[config.mk]
export PLATFORM = sky130hd
export DESIGN_NAME = fetch_patch_unit
export DESIGN_NICKNAME = d
export VERILOG_FILES = /design/src/rtl/fetch_patch_pkg.sv /design/src/rtl/fpu_addr_chan.sv /design/src/rtl/fpu_ctrl_reg.sv /design/src/rtl/fpu_match_mux.sv /design/src/rtl/fetch_patch_unit.sv
export SDC_FILE = /design/constraint.sdc
export NUM_CORES = 1
export LEC_CHECK = 0
export ABC_AREA = 1
export BUFFER_PORTS_ARGS = -buffer_cell sky130_fd_sc_hd__buf_2
export CORE_MARGIN = 8
export CORE_UTILIZATION = 45
export CTS_CLUSTER_DIAMETER = 120
export DETAILED_ROUTE_END_ITERATION = 7
export GPL_TIMING_DRIVEN = 0
export PLACE_DENSITY = 0.77
export SLEW_MARGIN = 40
export SYNTH_ARGS = -nofsm -noshare
export SYNTH_HDL_FRONTEND = slang
export SYNTH_HIERARCHICAL = 1
export SYNTH_SLANG_ARGS = --single-unit
export TNS_END_PERCENT = 5
[constraint.sdc]
create_clock -name clk -period 2.1 [get_ports clk]
set_input_delay 0.42 -clock clk [delete_from_list [all_inputs] [get_ports clk]]
set_output_delay 0.42 -clock clk [all_outputs]
set_load 0.05 [all_outputs]
[src/rtl/fetch_patch_pkg.sv]
package fetch_patch_pkg;

   localparam int BYTE_W      = 8;
   localparam int MAX_CH      = 4;

   // Enable bit position of channel c in the control byte (odd bits)
   function automatic int en_bit(input int c);
      return 2 * c + 1;
   endfunction

   // Gather the enable bits out of a control byte
   function automatic logic [MAX_CH-1:0] en_from_ctrl(input logic [BYTE_W-1:0] v);
      logic [MAX_CH-1:0] r;
      for (int c = 0; c < MAX_CH; c++) r[c] = v[en_bit(c)];
      return r;
   endfunction

endpackage

[src/rtl/fpu_addr_chan.sv]
module fpu_addr_chan
   import fetch_patch_pkg::*;
#(
   parameter int ADDR_W   = 24,
   parameter int REG_AW   = 16,
   parameter int CH_BASE  = 16'h1FF0,
   parameter bit RESET_EN = 1'b0
) (
   input  logic              clk,
   input  logic              rst_n,
   input  logic [REG_AW-1:0] reg_addr,
   input  logic [BYTE_W-1:0] reg_wdata,
   input  logic              reg_we,
   output logic [ADDR_W-1:0] det_addr,
   output logic [BYTE_W-1:0] rd_data
);

   localparam int NB = ADDR_W / BYTE_W;

   logic [NB-1:0]             sel;
   logic [NB-1:0][BYTE_W-1:0] q;

   for (genvar b = 0; b < NB; b++) begin : g_byte
      logic [BYTE_W-1:0] byte_q;
      assign sel[b] = (reg_addr == REG_AW'(CH_BASE + b));
      if (RESET_EN) begin : g_rst
         always_ff @(posedge clk or negedge rst_n) begin
            if (!rst_n)                byte_q <= '0;
            else if (reg_we && sel[b]) byte_q <= reg_wdata;
         end
      end else begin : g_norst
         always_ff @(posedge clk) begin
            if (reg_we && sel[b]) byte_q <= reg_wdata;
         end
      end
      assign q[b] = byte_q;
   end

   assign det_addr = q;

   always_comb begin
      rd_data = '0;
      for (int b = 0; b < NB; b++)
         if (sel[b]) rd_data = rd_data | q[b];
   end

   AST_ADDR_LOAD_LOW: assert property (@(posedge clk) disable iff (!rst_n)
      (reg_we && sel[0]) |=> (det_addr[BYTE_W-1:0] == $past(reg_wdata)));

   AST_ADDR_HOLD: assert property (@(posedge clk) disable iff (!rst_n)
      (!(reg_we && (|sel))) |=> $stable(det_addr));

endmodule

[src/rtl/fpu_ctrl_reg.sv]
module fpu_ctrl_reg
   import fetch_patch_pkg::*;
#(
   parameter int NUM_CH    = 2,
   parameter int REG_AW    = 16,
   parameter int CTRL_ADDR = 16'h009E
) (
   input  logic              clk,
   input  logic              rst_n,
   input  logic [REG_AW-1:0] reg_addr,
   input  logic [BYTE_W-1:0] reg_wdata,
   input  logic              reg_we,
   output logic [NUM_CH-1:0] ch_en,
   output logic [BYTE_W-1:0] rd_data
);

   logic              sel;
   logic [MAX_CH-1:0] wr_all;
   logic [NUM_CH-1:0] wr_en;

   assign sel    = (reg_addr == REG_AW'(CTRL_ADDR));
   assign wr_all = en_from_ctrl(reg_wdata);
   assign wr_en  = wr_all[NUM_CH-1:0];

   always_ff @(posedge clk or negedge rst_n) begin
      if (!rst_n)             ch_en <= '0;
      else if (reg_we && sel) ch_en <= wr_en;
   end

   always_comb begin
      rd_data = '0;
      if (sel)
         for (int c = 0; c < NUM_CH; c++) rd_data[en_bit(c)] = ch_en[c];
   end

   AST_CTRL_LOAD: assert property (@(posedge clk) disable iff (!rst_n)
      (reg_we && sel) |=> (ch_en == $past(wr_en)));

   AST_CTRL_HOLD: assert property (@(posedge clk) disable iff (!rst_n)
      (!(reg_we && sel)) |=> $stable(ch_en));

endmodule

[src/rtl/fpu_match_mux.sv]
module fpu_match_mux #(
   parameter int          NUM_CH   = 2,
   parameter int          ADDR_W   = 24,
   parameter int          OP_W     = 8,
   parameter logic [7:0]  PATCH_OP = 8'h01
) (
   input  logic                         clk,
   input  logic                         rst_n,
   input  logic [NUM_CH-1:0][ADDR_W-1:0] det_addr,
   input  logic [NUM_CH-1:0]            ch_en,
   input  logic [ADDR_W-1:0]            fetch_addr,
   input  logic                         fetch_valid,
   input  logic [OP_W-1:0]              mem_opcode,
   output logic [OP_W-1:0]              cpu_opcode,
   output logic [NUM_CH-1:0]            match_hit
);

   for (genvar c = 0; c < NUM_CH; c++) begin : g_cmp
      assign match_hit[c] = fetch_valid && ch_en[c] && (fetch_addr == det_addr[c]);

      AST_HIT_NEEDS_EN: assert property (@(posedge clk) disable iff (!rst_n)
         match_hit[c] |-> ch_en[c]);
   end

   assign cpu_opcode = (|match_hit) ? OP_W'(PATCH_OP) : mem_opcode;

   AST_SUB_ON_HIT: assert property (@(posedge clk) disable iff (!rst_n)
      (|match_hit) |-> (cpu_opcode == OP_W'(PATCH_OP)));

   AST_PASS_NO_HIT: assert property (@(posedge clk) disable iff (!rst_n)
      (match_hit == '0) |-> (cpu_opcode == mem_opcode));

   AST_IDLE_NO_HIT: assert property (@(posedge clk) disable iff (!rst_n)
      (!fetch_valid) |-> (match_hit == '0 && cpu_opcode == mem_opcode));

endmodule

[src/rtl/fetch_patch_unit.sv]
module fetch_patch_unit
   import fetch_patch_pkg::*;
#(
   parameter int         NUM_CH        = 2,
   parameter int         ADDR_W        = 24,
   parameter int         REG_AW        = 16,
   parameter int         OP_W          = 8,
   parameter int         ADDR_BASE     = 16'h1FF0,
   parameter int         CTRL_ADDR     = 16'h009E,
   parameter logic [7:0] PATCH_OP      = 8'h01,
   parameter bit         ADDR_RESET_EN = 1'b0
) (
   input  logic              clk,
   input  logic              rst_n,
   input  logic [REG_AW-1:0] reg_addr,
   input  logic [7:0]        reg_wdata,
   input  logic              reg_we,
   output logic [7:0]        reg_rdata,
   input  logic [ADDR_W-1:0] fetch_addr,
   input  logic              fetch_valid,
   input  logic [OP_W-1:0]   mem_opcode,
   output logic [OP_W-1:0]   cpu_opcode,
   output logic [NUM_CH-1:0] match_hit
);

   localparam int NB = ADDR_W / BYTE_W;

   if (ADDR_W % BYTE_W != 0 || ADDR_W < BYTE_W) begin : g_chk_aw
      $error("ADDR_W must be a whole number of bytes");
   end
   if (NUM_CH < 1 || NUM_CH > MAX_CH) begin : g_chk_ch
      $error("NUM_CH must be between 1 and MAX_CH");
   end
   if (OP_W < 8) begin : g_chk_op
      $error("OP_W must hold the patch opcode");
   end

   logic [NUM_CH-1:0][ADDR_W-1:0] det_addr;
   logic [NUM_CH-1:0][BYTE_W-1:0] ch_rd;
   logic [NUM_CH-1:0]             ch_en;
   logic [BYTE_W-1:0]             ctrl_rd;

   for (genvar c = 0; c < NUM_CH; c++) begin : g_ch
      fpu_addr_chan #(
         .ADDR_W   (ADDR_W),
         .REG_AW   (REG_AW),
         .CH_BASE  (ADDR_BASE + c * NB),
         .RESET_EN (ADDR_RESET_EN)
      ) i_chan (
         .clk       (clk),
         .rst_n     (rst_n),
         .reg_addr  (reg_addr),
         .reg_wdata (reg_wdata),
         .reg_we    (reg_we),
         .det_addr  (det_addr[c]),
         .rd_data   (ch_rd[c])
      );
   end

   fpu_ctrl_reg #(
      .NUM_CH    (NUM_CH),
      .REG_AW    (REG_AW),
      .CTRL_ADDR (CTRL_ADDR)
   ) i_ctrl (
      .clk       (clk),
      .rst_n     (rst_n),
      .reg_addr  (reg_addr),
      .reg_wdata (reg_wdata),
      .reg_we    (reg_we),
      .ch_en     (ch_en),
      .rd_data   (ctrl_rd)
   );

   always_comb begin
      reg_rdata = ctrl_rd;
      for (int c = 0; c < NUM_CH; c++) reg_rdata = reg_rdata | ch_rd[c];
   end

   fpu_match_mux #(
      .NUM_CH   (NUM_CH),
      .ADDR_W   (ADDR_W),
      .OP_W     (OP_W),
      .PATCH_OP (PATCH_OP)
   ) i_mux (
      .clk         (clk),
      .rst_n       (rst_n),
      .det_addr    (det_addr),
      .ch_en       (ch_en),
      .fetch_addr  (fetch_addr),
      .fetch_valid (fetch_valid),
      .mem_opcode  (mem_opcode),
      .cpu_opcode  (cpu_opcode),
      .match_hit   (match_hit)
   );

   AST_BOTH_HIT: assert property (@(posedge clk) disable iff (!rst_n)
      ($countones(match_hit) > 1) |-> (cpu_opcode == OP_W'(PATCH_OP)));

endmodule

==> results.md, run 1 <==
* CTS Buf Count at 5
* CP Launch Point: g_ch[0].i_chan/g_byte[1].byte_q[6]$_DFFE_PP_
* Layout Utilization at 57.4%
* Max-cap viol count at 0
* Global-route wire length before repair at 20000 um
* Longest Clk Path Bufs at 2
* Worst skew pair latency at 0.30 ns
* CP Cell Sequence: nand2_1 > nand2_1 > nor2_1 > nand3_1 > nor2_1 > nand3_2 > nand2_4 > nor2_2 > buf_6
* Place WS at -0.325 ns
* Critical Path RT at 1.68 ns
* Hold wc startpoint: reg_wdata[2]
* Iteration-0 DRC Markers at 401
* Critical Path End Type: output pin
* Arr. time, crit path at 1.80 ns
* Highest clock rate at 451 MHz
* RR Endpoint: i_ctrl/ch_en[0]$_DFFE_PN0P_
* Post-synth top area cell: edfxtp_1
* Area Overhead vs Synth at 25.8%
* Post-DRT Antenna Nets at 0
* Gpl congestion at 0.982
* Root buffer cell: clkbuf_8
* Final Critical Period at 2.22 ns
* Largest net degree at the start of global routing at 16
* Initial core utilization at 45.7%
* Max stage delay on crit path at 0.43 ns
* RSZ-0062 raised after global routing: true
* Class of the worst hold path: in2reg
* DIE AREA at 0.0114 sq mm
* Via-per-instance ratio at 5.24
* Status: finished with violations
* Top cells by area, synth: edfxtp_1, nand2_1, nand3_1, inv_1, nor2_1
* Clock Skew at 0 ns
* R2R Setup Slk at 1.43 ns
* Top-area cell type share of the netlist area at 39.0%
* Fraction of layout instances using a drive strength above 1 at 28.7%
* Cells on worst reg2reg path at 2
* Sequential share of the synthesized area at 40.4%
* DRC Markers at 0
* TritonCTS Sinks at 50
* Post-Route WL at 13100 um
* Final WS setup at -0.115 ns
* RR Startpoint: i_ctrl/ch_en[0]$_DFFE_PN0P_
* Post-Syn Instances at 536
* Slew margin rel. at 55.7%
* Total gr overflow at 0
* Clk pin slew, worst setup/hold paths at 0.09 ns
* P_leak at 0.00226 uW
* PwrDens at 432 mW/mm^2
* Netlist cell types at 23
* Rows at 33
* Avg Synthesized Cell Area at 6.89 sq um
* CP startpoint kind: flip-flop
* Slowest-stage cell, CP: edfxtp_1
* Total Nets Final at 693
* Tightest Pin Transition at 0.664 ns
* Crit Path Max Fanout at 7
* Area after DPL at 0.00424 sq mm
* PortBufs at 77
* Initial antenna violation count at 0
* Core footprint at 0.00809 sq mm
* Filler cells at 783
* CP Class: reg2out
* Failing checks: setup timing
* Die Height at 107 um
* GRT Total Usage at 23.1%
* Final Instance Area at 0.00465 sq mm
* Vias in the first global route at 3804
* CTS tree: built
* Final Setup Violations at 13
* Final hold vios at 0
* Hold Path Stages at 1
* Mapped cell area at 0.00369 sq mm
* Die W at 107 um
* Worst vdd ir at 0.411 mV
* TritonRoute pass-1 iters at 5
* CP endpoint: cpu_opcode[3]
* Top Ports at 78
* Via count at 3872
* Wire per inst at 17.7 um
* Register bit total from synthesis at 50
* Final Max Tran Viols at 0
* CTS HTree Levels at 2
* N_diodes at 0
* Dpl hpwl at 10300 um
* Synth warn at 6
* Period utilization at 105%
==> layout make-up <==
class                   instances  area, sq um  area share (%)
plain buffers                  10         90.1            1.94
well taps                     105          131            2.83
inverters                     101          379            8.16
clock buffers                   6         72.6            1.56
clock inverters                 2         13.8           0.296
flip-flops and latches         50         1490            32.1
repair buffers                 85          536            11.5
multi-input cells             380         1930            41.6
==> stage by stage <==
step           hold slack [ns]  setup TNS (ns)  std cells  total power, uW
4_1_cts                  0.355          -0.736        737             1990
5_1_grt                  0.351           -2.40        739             2090
6_report                 0.355           -1.00        739             2010
2_1_floorplan            0.124               0        541             1290
3_3_place_gp             0.205          -13.66        723             1430
3_5_place_dp             0.208           -8.89        723             1430
==> routing by layer <==
| layer | track usage [%] | routed length, um | up-vias |
|---|---|---|---|
| li1 | - | - | 1867 |
| met1 | 29.5 | 5230 | 1744 |
| met2 | 37.3 | 5940 | 230 |
| met3 | 4.86 | 1500 | 31 |
| met4 | 9.25 | 422 | 0 |
| met5 | 0 | 0 | - |
==> Yosys cell counts <==
| master | number |
|---|---|
| nand2_1 | 157 |
| inv_1 | 96 |
| nand3_1 | 80 |
| nor2_1 | 75 |
| edfxtp_1 | 48 |
| nand4_1 | 13 |
| nor2_4 | 10 |
| o21ai_0 | 7 |
| buf_4 | 6 |
| nor3_1 | 6 |
| xnor2_1 | 6 |
| buf_6 | 4 |
| inv_2 | 4 |
| nand2_2 | 4 |
| xor2_1 | 4 |
| a21oi_1 | 3 |
| nand3_2 | 3 |
| nand3b_1 | 3 |
| dfrtp_1 | 2 |
| nor2_2 | 2 |
| clkinv_1 | 1 |
| conb_1 | 1 |
| nor3b_1 | 1 |
==> worst min-delay path by stage <==
stage / end / slack [ns]
finish: g_ch[0].i_chan/g_byte[1].byte_q[2]$_DFFE_PP_ / 0.35
global route: g_ch[0].i_chan/g_byte[1].byte_q[2]$_DFFE_PP_ / 0.35
CTS: g_ch[1].i_chan/g_byte[2].byte_q[5]$_DFFE_PP_ / 0.35
detailed placement: i_ctrl/ch_en[0]$_DFFE_PN0P_ / 0.21
global placement: i_ctrl/ch_en[0]$_DFFE_PN0P_ / 0.20
floorplan: i_ctrl/ch_en[0]$_DFFE_PN0P_ / 0.12
==> power by group <==
part / total (uW) / internal, uW / leakage (uW) / switching [uW]
combinational: 363 / 131 / 0.00176 / 232
sequential: 1090 / 1090 / 0.000459 / 0.0296
clock: 555 / 236 / 0.0000452 / 320
==> cells by family (layout without fill, tap and decap cells) <==
group / Yosys count / count (layout) / share of synthesized area, %
buffers and inverters: 111 / 204 / 12.7
AO/OA/AOI/OAI: 10 / 10 / 1.35
XOR/XNOR: 10 / 10 / 2.37
AND/OR/NAND/NOR: 354 / 354 / 43.1
other: 1 / 6 / 0.101
flip-flops: 50 / 50 / 40.4
==> sequential cells by signal, summed over array words and instances (netlist names) <==
signal / cells
g_ch.i_chan/g_byte.byte_q: 48
i_ctrl/ch_en: 2
==> worst max-delay path: cells and delay by family (launching register included) <==
family / cells / cell delay, ns
and+or+nand+nor: 8 / 0.92
buffers and inverters: 1 / 0.15
DFF: 1 / 0.43
==> layout by cell type, fill, tap and decap left out, types with 5 or more instances in the layout <==
cell type | Yosys | routed
nor2_4 | 10 | 10
buf_6 | 4 | 16
nand4_1 | 13 | 13
conb_1 | 1 | 6
nor3_2 | 0 | 5
buf_4 | 6 | 18
nand3_1 | 80 | 78
nand2_1 | 157 | 139
inv_1 | 96 | 93
inv_2 | 4 | 7
nand3_2 | 3 | 5
nand2_2 | 4 | 21
edfxtp_1 | 48 | 48
o21ai_0 | 7 | 5
nor2_2 | 2 | 27
nor2_1 | 75 | 50
clkbuf_8 | 0 | 5
buf_2 | 0 | 60
==> what timing repair did <==
item	CTS	global route
endpoints found under the setup margin	26	18
setup buffers	5	2
endpoints found under the hold margin	2	0
hold buffers	1	0
gates resized for setup	49	35
pin swaps	11	14
No activity file was read; power rests on OpenSTA's default activity.
==> run 2, diff against run 1 <==
Settings changed: SETUP_SLACK_MARGIN set to 0.2, TNS_END_PERCENT 5 to unset.
==> run 2 against run 1 <==
Net effect:
- the flow still finishes with violations (setup timing)
- first-iteration DRC count increased by 1.5%
- clock-buffer cell count unchanged
- routed wire length increased by 10%
- power increased by 2.2%
- clock skew unchanged
- sequential cell count unchanged
- die area unchanged
- combinational power increased by 15%
- global-route usage increased by 0.97 points
- via count increased by 7.2%
==> results.md, run 2 (same netlist as run 1, synthesis figures left out) <==
* Status: finished with violations (unchanged)
* Top Ports at 78 (unchanged)
* Via count at 4152 (was 3872)
* Area of the multi-input gates at 0.00218 sq mm (was 0.00193 sq mm)
* Commonest non-fill, non-tap cell in the layout: nand2_1 (unchanged)
* Arr. time, crit path at 1.77 ns (was 1.80 ns)
* Max FFs per register at 48 (unchanged)
* CTS Buf Count at 5 (unchanged)
* Class of the worst hold path: in2reg (unchanged)
* Post-DRT Antenna Nets at 0 (unchanged)
* Gpl congestion at 1.05 (was 0.982)
* Cells on worst reg2reg path at 2 (unchanged)
* Total Nets Final at 722 (was 693)
* TritonCTS Sinks at 50 (unchanged)
* Worst vdd ir at 0.508 mV (was 0.411 mV)
* Max-cap viol count at 0 (unchanged)
* Hold Path Stages at 1 (unchanged)
* Final Setup Violations at 10 (was 13)
* Rows at 33 (unchanged)
* Largest regs: g_ch.i_chan/g_byte.byte_q (48), i_ctrl/ch_en (2) (unchanged)
* Most frequent cells in the layout: nand2_1, inv_1, nand3_1 (unchanged)
* Place WS at -0.320 ns (was -0.325 ns)
* Initial antenna violation count at 0 (unchanged)
* Area Overhead vs Synth at 44.9% (was 25.8%)
* Largest net degree at the start of global routing at 16 (unchanged)
* Slew margin rel. at 57.5% (was 55.7%)
* Fraction of layout instances using a drive strength above 1 at 39.1% (was 28.7%)
* Final hold vios at 0 (unchanged)
* Worst skew pair latency at 0.29 ns (was 0.30 ns)
* Initial core utilization at 45.7% (unchanged)
* Biggest register: g_ch.i_chan/g_byte.byte_q (unchanged)
* Wire per inst at 18.8 um (was 17.7 um)
* Final Critical Period at 2.19 ns (was 2.22 ns)
* Die Height at 107 um (unchanged)
* Instance count on the critical path at 10 (was 9)
* Vias in the first global route at 3968 (was 3804)
* Via-per-instance ratio at 5.41 (was 5.24)
* CTS tree: built (unchanged)
* Clk pin slew, worst setup/hold paths at 0.10 ns (was 0.09 ns)
* Worst path bufs/invs at 2 (was 1)
* TritonRoute pass-1 iters at 5 (unchanged)
* CP Cell Sequence: inv_2 > nand2_2 > nand2_2 > nor2_2 > nand3_1 > nor2_2 > nand3_2 > nand2_4 > nor2_2 > buf_6 (was nand2_1 > nand2_1 > nor2_1 > nand3_1 > nor2_1 > nand3_2 > nand2_4 > nor2_2 > buf_6)
* Crit Path Max Fanout at 7 (unchanged)
* Global-route wire length before repair at 20900 um (was 20000 um)
* Period utilization at 104% (was 105%)
* Clock Skew at 0 ns (unchanged)
* Total Neg Setup Slack at -0.668 ns (was -1.00 ns)
* Top Family by Delay on Critical Path: simple AND/OR/NAND/NOR gates (unchanged)
* Critical Path End Type: output pin (unchanged)
* Die W at 107 um (unchanged)
* Dpl hpwl at 10200 um (was 10300 um)
* Post-Route WL at 14400 um (was 13100 um)
* Critical Path RT at 1.68 ns (about the same)
* Max stage delay on crit path at 0.44 ns (was 0.43 ns)
* CTS HTree Levels at 2 (unchanged)
* Reg area at 0.00149 sq mm (unchanged)
* N_diodes at 0 (unchanged)
* Failing checks: setup timing (unchanged)
* Core footprint at 0.00809 sq mm (unchanged)
* GRT Total Usage at 24.1% (was 23.1%)
* Longest Clk Path Bufs at 2 (unchanged)
* Final Max Tran Viols at 0 (unchanged)
* Root buffer cell: clkbuf_8 (unchanged)
* Tightest Pin Transition at 0.637 ns (was 0.664 ns)
* CP startpoint kind: flip-flop (unchanged)
* Final WS setup at -0.0885 ns (was -0.115 ns)
* PwrDens at 383 mW/mm^2 (was 432 mW/mm^2)
* DRC Markers at 0 (unchanged)
* PortBufs at 77 (unchanged)
* Filler cells at 684 (was 783)
* Highest clock rate at 457 MHz (was 451 MHz)
* Iteration-0 DRC Markers at 407 (was 401)
* Most common cell on crit path: nor2_2
* Total gr overflow at 0 (unchanged)
* RSZ-0062 raised after global routing: true (unchanged)
* Slowest-stage cell, CP: edfxtp_1 (unchanged)
* P_leak at 0.00255 uW (was 0.00226 uW)
* DIE AREA at 0.0114 sq mm (unchanged)
* CP Class: reg2out (unchanged)
[run 2: changes by cell type in the layout (fill, tap and decap cells not counted), sizes merged]
cell	before	now
buf	94	121
clkbuf	6	8
[run 2: worst register-to-register path, cell delays in order, from the launching register on]
cell,delay (ns)
dfrtp_1,0.45
nand2_1,0.10
nand2_1,0.06
[run 2: report_power, final]
part | internal [uW] | switching (uW)
combinational | 159 | 257
clock | 236 | 310
sequential | 1090 | 0.0316
[run 2: area by class of cell]
cell class                 instances  share of cell area (%)
clock inverter                     2                   0.257
sequential                        50                    27.9
tap                              105                    2.45
buffer                            10                    2.06
inverter                         101                    7.08
clock buffer                       6                    1.36
multi-input combinational        380                    40.7
timing repair buffer             114                    18.2
[run 2: metal layers]
layer / GRT usage, % / share of wire, %
met5: 0 / 0
met3: 4.68 / 12
met1: 30.8 / 38
met2: 39.5 / 47
met4: 8.54 / 2.9
[run 2: through the flow]
stage	util [%]	cell area, sq um	hold WS (ns)	total power (uW)	std cells
4_1_cts	61.2	4950	0.349	2000	755
3_5_place_dp	52.4	4240	0.205	1440	723
3_3_place_gp	52.3	4240	0.205	1430	723
6_report	66.1	5350	0.351	2050	768
2_1_floorplan	-	3720	0.124	1290	541
5_1_grt	66.1	5350	0.360	2120	768
[run 2: final timing paths]
path / endpoint / slack (ns) / start
min in group asynchronous: i_ctrl/ch_en[1]$_DFFE_PN0P_ / 0.44 / rst_n
min: g_ch[1].i_chan/g_byte[1].byte_q[5]$_DFFE_PP_ / 0.35 / reg_wdata[5]
max: cpu_opcode[1] / -0.09 / g_ch[1].i_chan/g_byte[1].byte_q[5]$_DFFE_PP_
max in group asynchronous: i_ctrl/ch_en[0]$_DFFE_PN0P_ / 1.57 / rst_n
min reg2reg: i_ctrl/ch_en[1]$_DFFE_PN0P_ / 0.53 / i_ctrl/ch_en[1]$_DFFE_PN0P_
max reg2reg: i_ctrl/ch_en[0]$_DFFE_PN0P_ / 1.38 / i_ctrl/ch_en[0]$_DFFE_PN0P_
[run 2: what timing repair did]
action	CTS	global route
pin swaps	49	40
resized for setup	105	86
setup endpoints to repair	66	18
gates cloned	3	1
setup buffers	20	12
hold buffers	1	0
hold endpoints to repair	2	0
==> run 3, diff against run 2 <==
Settings changed: PLACE_DENSITY 0.77 to 0.79.
Clock period 2.1 ns to 2 ns, I/O delays scaled along.
==> run 3 against run 2 <==
Net effect:
- the flow still finishes with violations (setup timing)
- critical path depth did not move
- core utilization rose by 3.0 points
- routed wire length rose by 7.3%
- clock-buffer cell count fell by 1
- design area rose by 4.6%
- die area did not move
- sequential share of layout area fell by 1.2 points
- setup slack got worse by 0.10 ns
- sequential power rose by 5%
==> results.md, run 3 (same netlist as run 1, synthesis figures left out) <==
* CTS HTree Levels at 2 (unchanged)
* Via count at 4357 (was 4152)
* RSZ-0062 raised after global routing: true (unchanged)
* Filler cells at 609 (was 684)
* Total gr overflow at 0 (unchanged)
* Most frequent cells in the layout: nand2_1, inv_1, nor2_1, buf_2, edfxtp_1 (was nand2_1, inv_1, nand3_1)
* TritonRoute pass-1 iters at 5 (unchanged)
* Critical Path RT at 1.60 ns (was 1.68 ns)
* Crit Path Max Fanout at 7 (unchanged)
* CP Class: reg2out (unchanged)
* Max-cap viol count at 0 (unchanged)
* Commonest non-fill, non-tap cell in the layout: nand2_1 (unchanged)
* Biggest register: g_ch.i_chan/g_byte.byte_q (unchanged)
* Core footprint at 0.00809 sq mm (unchanged)
* CP startpoint kind: flip-flop (unchanged)
* Final Instance Area at 0.00560 sq mm (was 0.00535 sq mm)
* Total Neg Setup Slack at -1.78 ns (was -0.668 ns)
* Max stage delay on crit path at 0.44 ns (about the same)
* Root buffer cell: clkbuf_8 (unchanged)
* Die W at 107 um (unchanged)
* GRT Total Usage at 24.0% (was 24.1%)
* Largest regs: g_ch.i_chan/g_byte.byte_q (48), i_ctrl/ch_en (2) (unchanged)
* Clock power share at 30.1% (was 26.6%)
* Longest Clk Path Bufs at 2 (unchanged)
* Worst vdd ir at 0.476 mV (was 0.508 mV)
* Failing checks: setup timing (unchanged)
* Global-route wire length before repair at 21000 um (was 20900 um)
* Rows at 33 (unchanged)
* Sequential power share at 50.3% (was 53.1%)
* CTS Buf Count at 5 (unchanged)
* P_leak at 0.00267 uW (was 0.00255 uW)
* Post-Route WL at 15500 um (was 14400 um)
* Slowest-stage cell, CP: edfxtp_1 (unchanged)
* Die Height at 107 um (unchanged)
* Final Setup Violations at 16 (was 10)
* Highest clock rate at 456 MHz
* Combinational Power Share at 19.6% (was 20.3%)
* Top Ports at 78 (unchanged)
* Largest net degree at the start of global routing at 15 (was 16)
* Max FFs per register at 48 (unchanged)
* NetSw at 598 uW (was 567 uW)
* Non-filler cells, final at 776 (was 768)
* Period utilization at 110%
* Area after DPL at 0.00427 sq mm (was 0.00424 sq mm)
* CTS tree: built (unchanged)
* Dpl hpwl at 9950 um (was 10200 um)
* Arr. time, crit path at 1.79 ns (was 1.77 ns)
* Int Pwr at 1680 uW (was 1480 uW)
* DIE AREA at 0.0114 sq mm (unchanged)
* PwrDens at 406 mW/mm^2 (was 383 mW/mm^2)
* Clk pin slew, worst setup/hold paths at 0.08 ns (was 0.10 ns)
* Class of the worst hold path: in2reg (unchanged)
* Critical Path End Type: output pin (unchanged)
* Clock Skew at 0 ns (unchanged)
* Place WS at -0.381 ns (was -0.320 ns)
* Final Critical Period at 2.19 ns
* Gpl congestion at 1.02 (was 1.05)
* Iteration-0 DRC Markers at 575 (was 407)
* DRC Markers at 0 (unchanged)
* Initial antenna violation count at 0 (unchanged)
* Placed Instances at 723 (unchanged)
* Area Overhead vs Synth at 51.5% (was 44.9%)
* Vias in the first global route at 4024 (was 3968)
* Fraction of layout instances using a drive strength above 1 at 43.8% (was 39.1%)
* Wire per inst at 20.0 um (was 18.8 um)
* Final hold vios at 0 (unchanged)
* Most common cell on crit path: nand2_1 (was nor2_2)
* Post-DRT Antenna Nets at 0 (unchanged)
* Status: finished with violations (unchanged)
* Worst skew pair latency at 0.30 ns (was 0.29 ns)
* Final WS setup at -0.192 ns (was -0.0885 ns)
* Total Nets Final at 731 (was 722)
* Layout Utilization at 69.2% (was 66.1%)
* Switching Share at 26.3% (was 27.7%)
* Via-per-instance ratio at 5.61 (was 5.41)
* CP Cell Sequence: inv_1 > nand2_1 > nand2_1 > nor2_2 > nand2_1 > nor2_1 > nand3_2 > nand2_4 > nor2_1 > buf_6 (was inv_2 > nand2_2 > nand2_2 > nor2_2 > nand3_1 > nor2_2 > nand3_2 > nand2_4 > nor2_2 > buf_6)
* Initial core utilization at 45.7% (unchanged)
* PortBufs at 77 (unchanged)
* Final Max Tran Viols at 0 (unchanged)
* N_diodes at 0 (unchanged)
* TritonCTS Sinks at 50 (unchanged)
[run 3: changes by cell type in the layout (fill, tap and decap cells not counted), moves of 3 or more]
cell / previous run / this run
nand3_2: 19 / 41
nand3_1: 57 / 40
buf_6: 30 / 17
nor2_2: 27 / 16
buf_8: 6 / 16
nor2_1: 42 / 50
buf_4: 30 / 36
inv_1: 88 / 82
inv_2: 12 / 18
nand2_1: 120 / 114
nand2_2: 38 / 44
nand3_4: 7 / 2
buf_12: 6 / 10
nor2_4: 18 / 21
[run 3: per-stage QoR]
step           power (uW)  hold WS, ns
2_1_floorplan        1360        0.104
3_3_place_gp         1500        0.185
3_5_place_dp         1500        0.188
4_1_cts              2220        0.334
5_1_grt              2340        0.328
6_report             2270        0.346
[run 3: what timing repair did]
action / CTS / global route
gates resized for setup: 113 / 95
endpoints found under the hold margin: 2 / 0
buffers inserted: 22 / 19
cloned: 1 / 3
setup endpoints to repair: 58 / 42
hold buffers: 1 / 0
pin swaps: 30 / 49
[run 3: area by class of cell]
cell class              count  area [sq um]  area share (%)
inverters                 101           379            6.77
multi-input cells         380          2270            40.6
clock buffers               5          68.8            1.23
clock inverters             2          33.8           0.603
repair buffers            123          1120            20.0
flip-flops and latches     50          1490            26.6
plain buffers              10           101            1.81
well taps                 105           131            2.35
[run 3: power by group through the flow]
stage	logic (uW)	registers, uW	clock network [uW]
after floorplan	190	1170	0
after global placement	330	1170	0
after detailed placement	336	1170	0
after CTS	389	1140	690
after global routing	475	1140	722
final	445	1140	685
[run 3: worst paths after layout]
kind / cells after the start / from / slack (ns) / end
setup / recovery: 10 / g_ch[0].i_chan/g_byte[1].byte_q[1]$_DFFE_PP_ / -0.19 / cpu_opcode[5]
hold / removal: 1 / reg_wdata[6] / 0.35 / g_ch[0].i_chan/g_byte[1].byte_q[6]$_DFFE_PP_
setup reg to reg: 2 / i_ctrl/ch_en[0]$_DFFE_PN0P_ / 1.33 / i_ctrl/ch_en[0]$_DFFE_PN0P_
hold reg to reg: 2 / i_ctrl/ch_en[1]$_DFFE_PN0P_ / 0.53 / i_ctrl/ch_en[1]$_DFFE_PN0P_
max in group asynchronous: 2 / rst_n / 1.50 / i_ctrl/ch_en[1]$_DFFE_PN0P_
min in group asynchronous: 2 / rst_n / 0.41 / i_ctrl/ch_en[0]$_DFFE_PN0P_
[run 3: worst max-delay path, delay by kind of cell (launching register included)]
kind	cells	cell delay, ns
AND/OR/NAND/NOR	8	0.81
buffers and inverters	2	0.24
flip-flops	1	0.44
[run 3: per-layer routing]
layer | routed length [um] | up-vias | global-route usage (%)
li1 | - | 1938 | -
met1 | 5590 | 1961 | 30.3
met2 | 7080 | 358 | 39.8
met3 | 1920 | 100 | 4.32
met4 | 906 | 0 | 9.75
met5 | 0 | - | 0
